===== src/rtl/pwrstage_fault_flag.sv =====
`timescale 1ns/1ps
module pwrstage_fault_flag #(
  parameter int TEMP_W    = 8,
  parameter int PH_CYCLES = 7,
  parameter int OC_EVENTS = 10,
  parameter int OC_CLEAN  = 3,
  parameter int OT_SET    = 140,
  parameter int OT_CLR    = 120,
  parameter int UV_FILT   = 16
) (
  input  logic              clk,
  input  logic              rst_n,
  input  logic              pwm_rise,
  input  logic              pwm_fall,
  input  logic              ls_on,
  input  logic              sw_hi,
  input  logic              oc_trip,
  input  logic [TEMP_W-1:0] temp_code,
  input  logic              vcc_uv,
  input  logic              vdrv_uv,
  output logic [1:0]        flt_drive,
  output logic              drv_off,
  output logic              iout_clamp
);
  localparam int PH_W = $clog2(PH_CYCLES);
  localparam int OC_W = $clog2(OC_EVENTS);
  localparam int CL_W = $clog2(OC_CLEAN);
  localparam int UV_W = $clog2(UV_FILT);

  logic [PH_W-1:0] ph_cnt;
  logic [OC_W-1:0] oc_cnt;
  logic [CL_W-1:0] cl_cnt;
  logic [UV_W-1:0] uv_cnt;
  logic ph_q, oc_q, ot_q, uv_q, oc_seen;

  wire ph_hit = ls_on & sw_hi;
  wire oc_hit = oc_seen | oc_trip;
  wire uv_raw = vcc_uv | vdrv_uv;

  always_ff @(posedge clk) begin
    if (!rst_n) begin
      ph_cnt <= '0;
      ph_q   <= 1'b0;
    end else if (pwm_rise) begin
      if (!ph_hit) begin
        ph_cnt <= '0;
        ph_q   <= 1'b0;
      end else if (ph_cnt == PH_W'(PH_CYCLES-1)) begin
        ph_q   <= 1'b1;
      end else begin
        ph_cnt <= ph_cnt + 1'b1;
      end
    end
  end

  always_ff @(posedge clk) begin
    if (!rst_n) begin
      oc_seen <= 1'b0;
      oc_cnt  <= '0;
      cl_cnt  <= '0;
      oc_q    <= 1'b0;
    end else begin
      oc_seen <= pwm_fall ? 1'b0 : oc_hit;
      if (pwm_fall) begin
        if (oc_hit) begin
          cl_cnt <= '0;
          if (oc_cnt == OC_W'(OC_EVENTS-1)) oc_q <= 1'b1;
          else oc_cnt <= oc_cnt + 1'b1;
        end else begin
          oc_cnt <= '0;
          if (cl_cnt == CL_W'(OC_CLEAN-1)) oc_q <= 1'b0;
          else cl_cnt <= cl_cnt + 1'b1;
        end
      end
    end
  end

  always_ff @(posedge clk) begin
    if (!rst_n)                          ot_q <= 1'b0;
    else if (temp_code > TEMP_W'(OT_SET)) ot_q <= 1'b1;
    else if (temp_code < TEMP_W'(OT_CLR)) ot_q <= 1'b0;
  end

  always_ff @(posedge clk) begin
    if (!rst_n || !uv_raw) begin
      uv_cnt <= '0;
      uv_q   <= 1'b0;
    end else if (uv_cnt == UV_W'(UV_FILT-1)) begin
      uv_q   <= 1'b1;
    end else begin
      uv_cnt <= uv_cnt + 1'b1;
    end
  end

  assign flt_drive  = uv_q ? 2'b10 : ((ot_q | ph_q | oc_q) ? 2'b01 : 2'b00);
  assign drv_off    = ot_q | uv_q;
  assign iout_clamp = uv_q;
endmodule



===== config.mk =====
export PLATFORM = sky130hd
export DESIGN_NAME = pwrstage_fault_flag
export DESIGN_NICKNAME = d
export VERILOG_FILES = /design/src/rtl/pwrstage_fault_flag.sv
export SDC_FILE = /design/constraint.sdc
export NUM_CORES = 1
export LEC_CHECK = 0
export BUFFER_PORTS_ARGS = -buffer_cell sky130_fd_sc_hd__buf_2
export CAP_MARGIN = 20
export CELL_PAD_IN_SITES_DETAIL_PLACEMENT = 1
export CELL_PAD_IN_SITES_GLOBAL_PLACEMENT = 1
export CORE_MARGIN = 2
export CORE_UTILIZATION = 24
export DETAILED_ROUTE_END_ITERATION = 10
export GPL_ROUTABILITY_DRIVEN = 0
export HOLD_SLACK_MARGIN = 0.03
export PLACE_DENSITY = 0.5
export SLEW_MARGIN = 20
export SYNTH_ARGS = -nofsm -noshare
export SYNTH_HDL_FRONTEND = slang
export SYNTH_SLANG_ARGS = --single-unit

===== constraint.sdc =====
create_clock -name clk -period 1.5 [get_ports clk]
set_input_delay 0.375 -clock clk [delete_from_list [all_inputs] [get_ports clk]]
set_output_delay 0.375 -clock clk [all_outputs]
set_load 0.005 [all_outputs]

==> reports/results.ini <==
[floorplan]
core_sq_mm = 0.00366
initial_utilization_pct = 24.9
io_pins = 21
dieHeight_microns = 65.7
num_rows = 22
die_area_sq_mm = 0.00431
die_x_microns = 65.7

[synthesis]
synth_flop_cell = dfxtp_1
synth_top_area_cell = dfxtp_1
synthTopCellsByArea = dfxtp_1, ha_1, nand2_1
yosysUniqueCellTypes = 37
syn_area_sq_um = 912
yosys_warnings = 0
synth_top_family_by_area = simple AND/OR/NAND/NOR gates
seq_area_frac_synth_pct = 39.5
synth-compound-area-share_pct = 20.6
synth-edff-count = 0
synthArstFlopShare_pct = 0
synth_area_per_cell_sq_um = 8.69
synth_simple_gate_area_share_pct = 23.9
synth-seq-cells = 18
syn-num-nets = 128
synthCells = 105
synthMuxAreaShare_pct = 1.10
ys_top_cells_by_count = dfxtp_1, nand2_1, inv_1, nor2_1
synth_most_common_cell = dfxtp_1
yosys.area.top_type_share_pct = 39.5
synthXorXnorAreaFrac_pct = 0.960
yosys.area_share.adder_pct = 8.23

[placed_design]
placed_area_sq_mm = 0.00109
hpwl_mm = 1.72
portBuffers = 20

[timing]
finClkSkew_ps = 1.64
period_share_pct = 94.8
hold_viol = 0
setup_viol_count_final = 0
max_slew_margin_pct = 72.3
clock.fmax_mhz = 704
min_period_ps = 1420
rsz0062_at_grt = no
setup-tns-final_ps = 0
tightest_slew_ps = 414
finalMaxSlewViolations = 0

[clock_network]
post_cts_resized = 0
clk_pin_slew_ps = 70
numCtsBuffers = 3
hold_buffers = 0
cts_tree = done
post-cts-setup-buffers = 0
clkSinkCount = 18
cts_buffer_depth = 2
root_buffer = clkbuf_8
cts_htree_levels = 1
clkLatencyLatePin_ps = 260

[setup_path]
arrival_ps = 1610
crit_fanout = 6
r2r_setup_slack_ps = 80
crit_path_end_kind = flop
worstSetupPathType = flop to flop
start_kind = flop
worstPathRequired_ps = 1690

[pwr]
ir_drop_v = 0.000275
pwr_density_cell_mw_per_mm2 = 857
leakagePower_uw = 0.000459

[routing]
drt-initial-drc-count = 8
wirelength_mm = 2.17
drc_errors = 0
dr.pass1.iters = 4
ant_nets = 0
viasPerCell = 4.89
num_vias = 870
wl_per_cell_microns = 12.2

[finish]
final_nets = 155
num_antenna_cells = 0
postLayoutCellArea_sq_mm = 0.00113
areaGrowthSynthToFinish_pct = 23.7
layout-drive-gt1-share_pct = 24.6

[grt]
gr-usage-all-layers_pct = 11.6
grt_pass1_vias = 843
grt_overflow = 0
grt_max_degree = 10
antenna_found_initial = 0
grt_pass1_wl_mm = 3.82

[outcome]
status = complete, no violations

[job]
maxCapViolCount = 0

[worst_hold_path]
hold_path_class = input port to flop

layout by cell type (no fill, tap or decap), types with 2 or more instances in the layout:
cell type  Yosys  layout
buf_2          0      20
dfxtp_1       18      18
nand2_1       11      11
inv_1          7       7
nor2_1         7       7
a31oi_1        6       6
ha_1           6       6
buf_4          3       5
nor3_1         4       4
a21oi_1        4       4
nand3_1        4       4
a211oi_1       3       3
o21a_1         3       3
clkbuf_8       0       3
nand4_1        2       2
o21ai_0        2       2
nor3b_1        2       2
o32ai_1        2       2
state kept, by name, indices dropped and copies added (netlist names):
name	count
oc_seen	1
iout_clamp	1
ot_q	1
oc_q	1
ph_cnt	3
oc_cnt	4
cl_cnt	2
uv_cnt	4
ph_q	1
layer usage:
| metal | wire [microns] | up-vias | global-route usage, % |
|---|---|---|---|
| met4 | 48 | 0 | 6.25 |
| met5 | 0 | - | 0 |
| met1 | 1030 | 412 | 14.6 |
| met3 | 97 | 5 | 2.23 |
| li1 | - | 434 | - |
| met2 | 996 | 19 | 18.4 |
report_power, final:
group	switching (uW)	internal, uW	total [uW]
sequential	12.8	492	505
clock	168	179	347
combinational	59.1	55.9	115
total	240	727	967
worst paths after layout:
path	startpoint	to	cells past startpoint
hold / removal	pwm_rise	ph_cnt[2]$_SDFFE_PN0P_	2
setup reg to reg	oc_cnt[1]$_SDFFE_PN0P_	oc_cnt[0]$_SDFFE_PN0P_	5
hold reg to reg	iout_clamp$_SDFFE_PP0N_	iout_clamp$_SDFFE_PP0N_	2
setup / recovery	oc_cnt[1]$_SDFFE_PN0P_	oc_cnt[0]$_SDFFE_PN0P_	5
through the flow:
| stage | util [%] | total power, uW | hold slack (ps) | std cells | worst slack (ps) |
|---|---|---|---|---|---|
| CTS | 30.8 | 986 | 373 | 178 | 68.9 |
| global route | 30.8 | 1030 | 396 | 178 | 13.1 |
| finish | 30.8 | 967 | 377 | 178 | 78.6 |
| global placement | 29.7 | 629 | 471 | 175 | 170 |
| floorplan | - | 577 | 449 | 105 | 198 |
| detailed placement | 29.7 | 634 | 474 | 175 | 82.7 |
final cells by class:
class	instances	area, sq um
clock buffers	3	41.3
multi-input cells	76	499
repair buffers	25	138
inverters	8	30.0
fillers	470	2530
well taps	48	60.1
flip-flops and latches	18	360
worst max-delay path: stages (launching register included):
cell     delay [ps]
dfxtp_1         370
inv_1            80
ha_1            190
and3b_4         210
or3b_1          350
a31oi_1         160
cells by family (layout without fill, tap and decap cells):
family                     after synthesis  after routing
adders and majority gates                6              6
DFF                                     18             18
muxes                                    1              1
AOI/OAI and AO/OA                       27             27
and+or+nand+nor                         41             41
xor gates and xnor gates                 1              1
buffers and inverters                   11             36
Note: power is estimated with default switching activity, not from simulation.
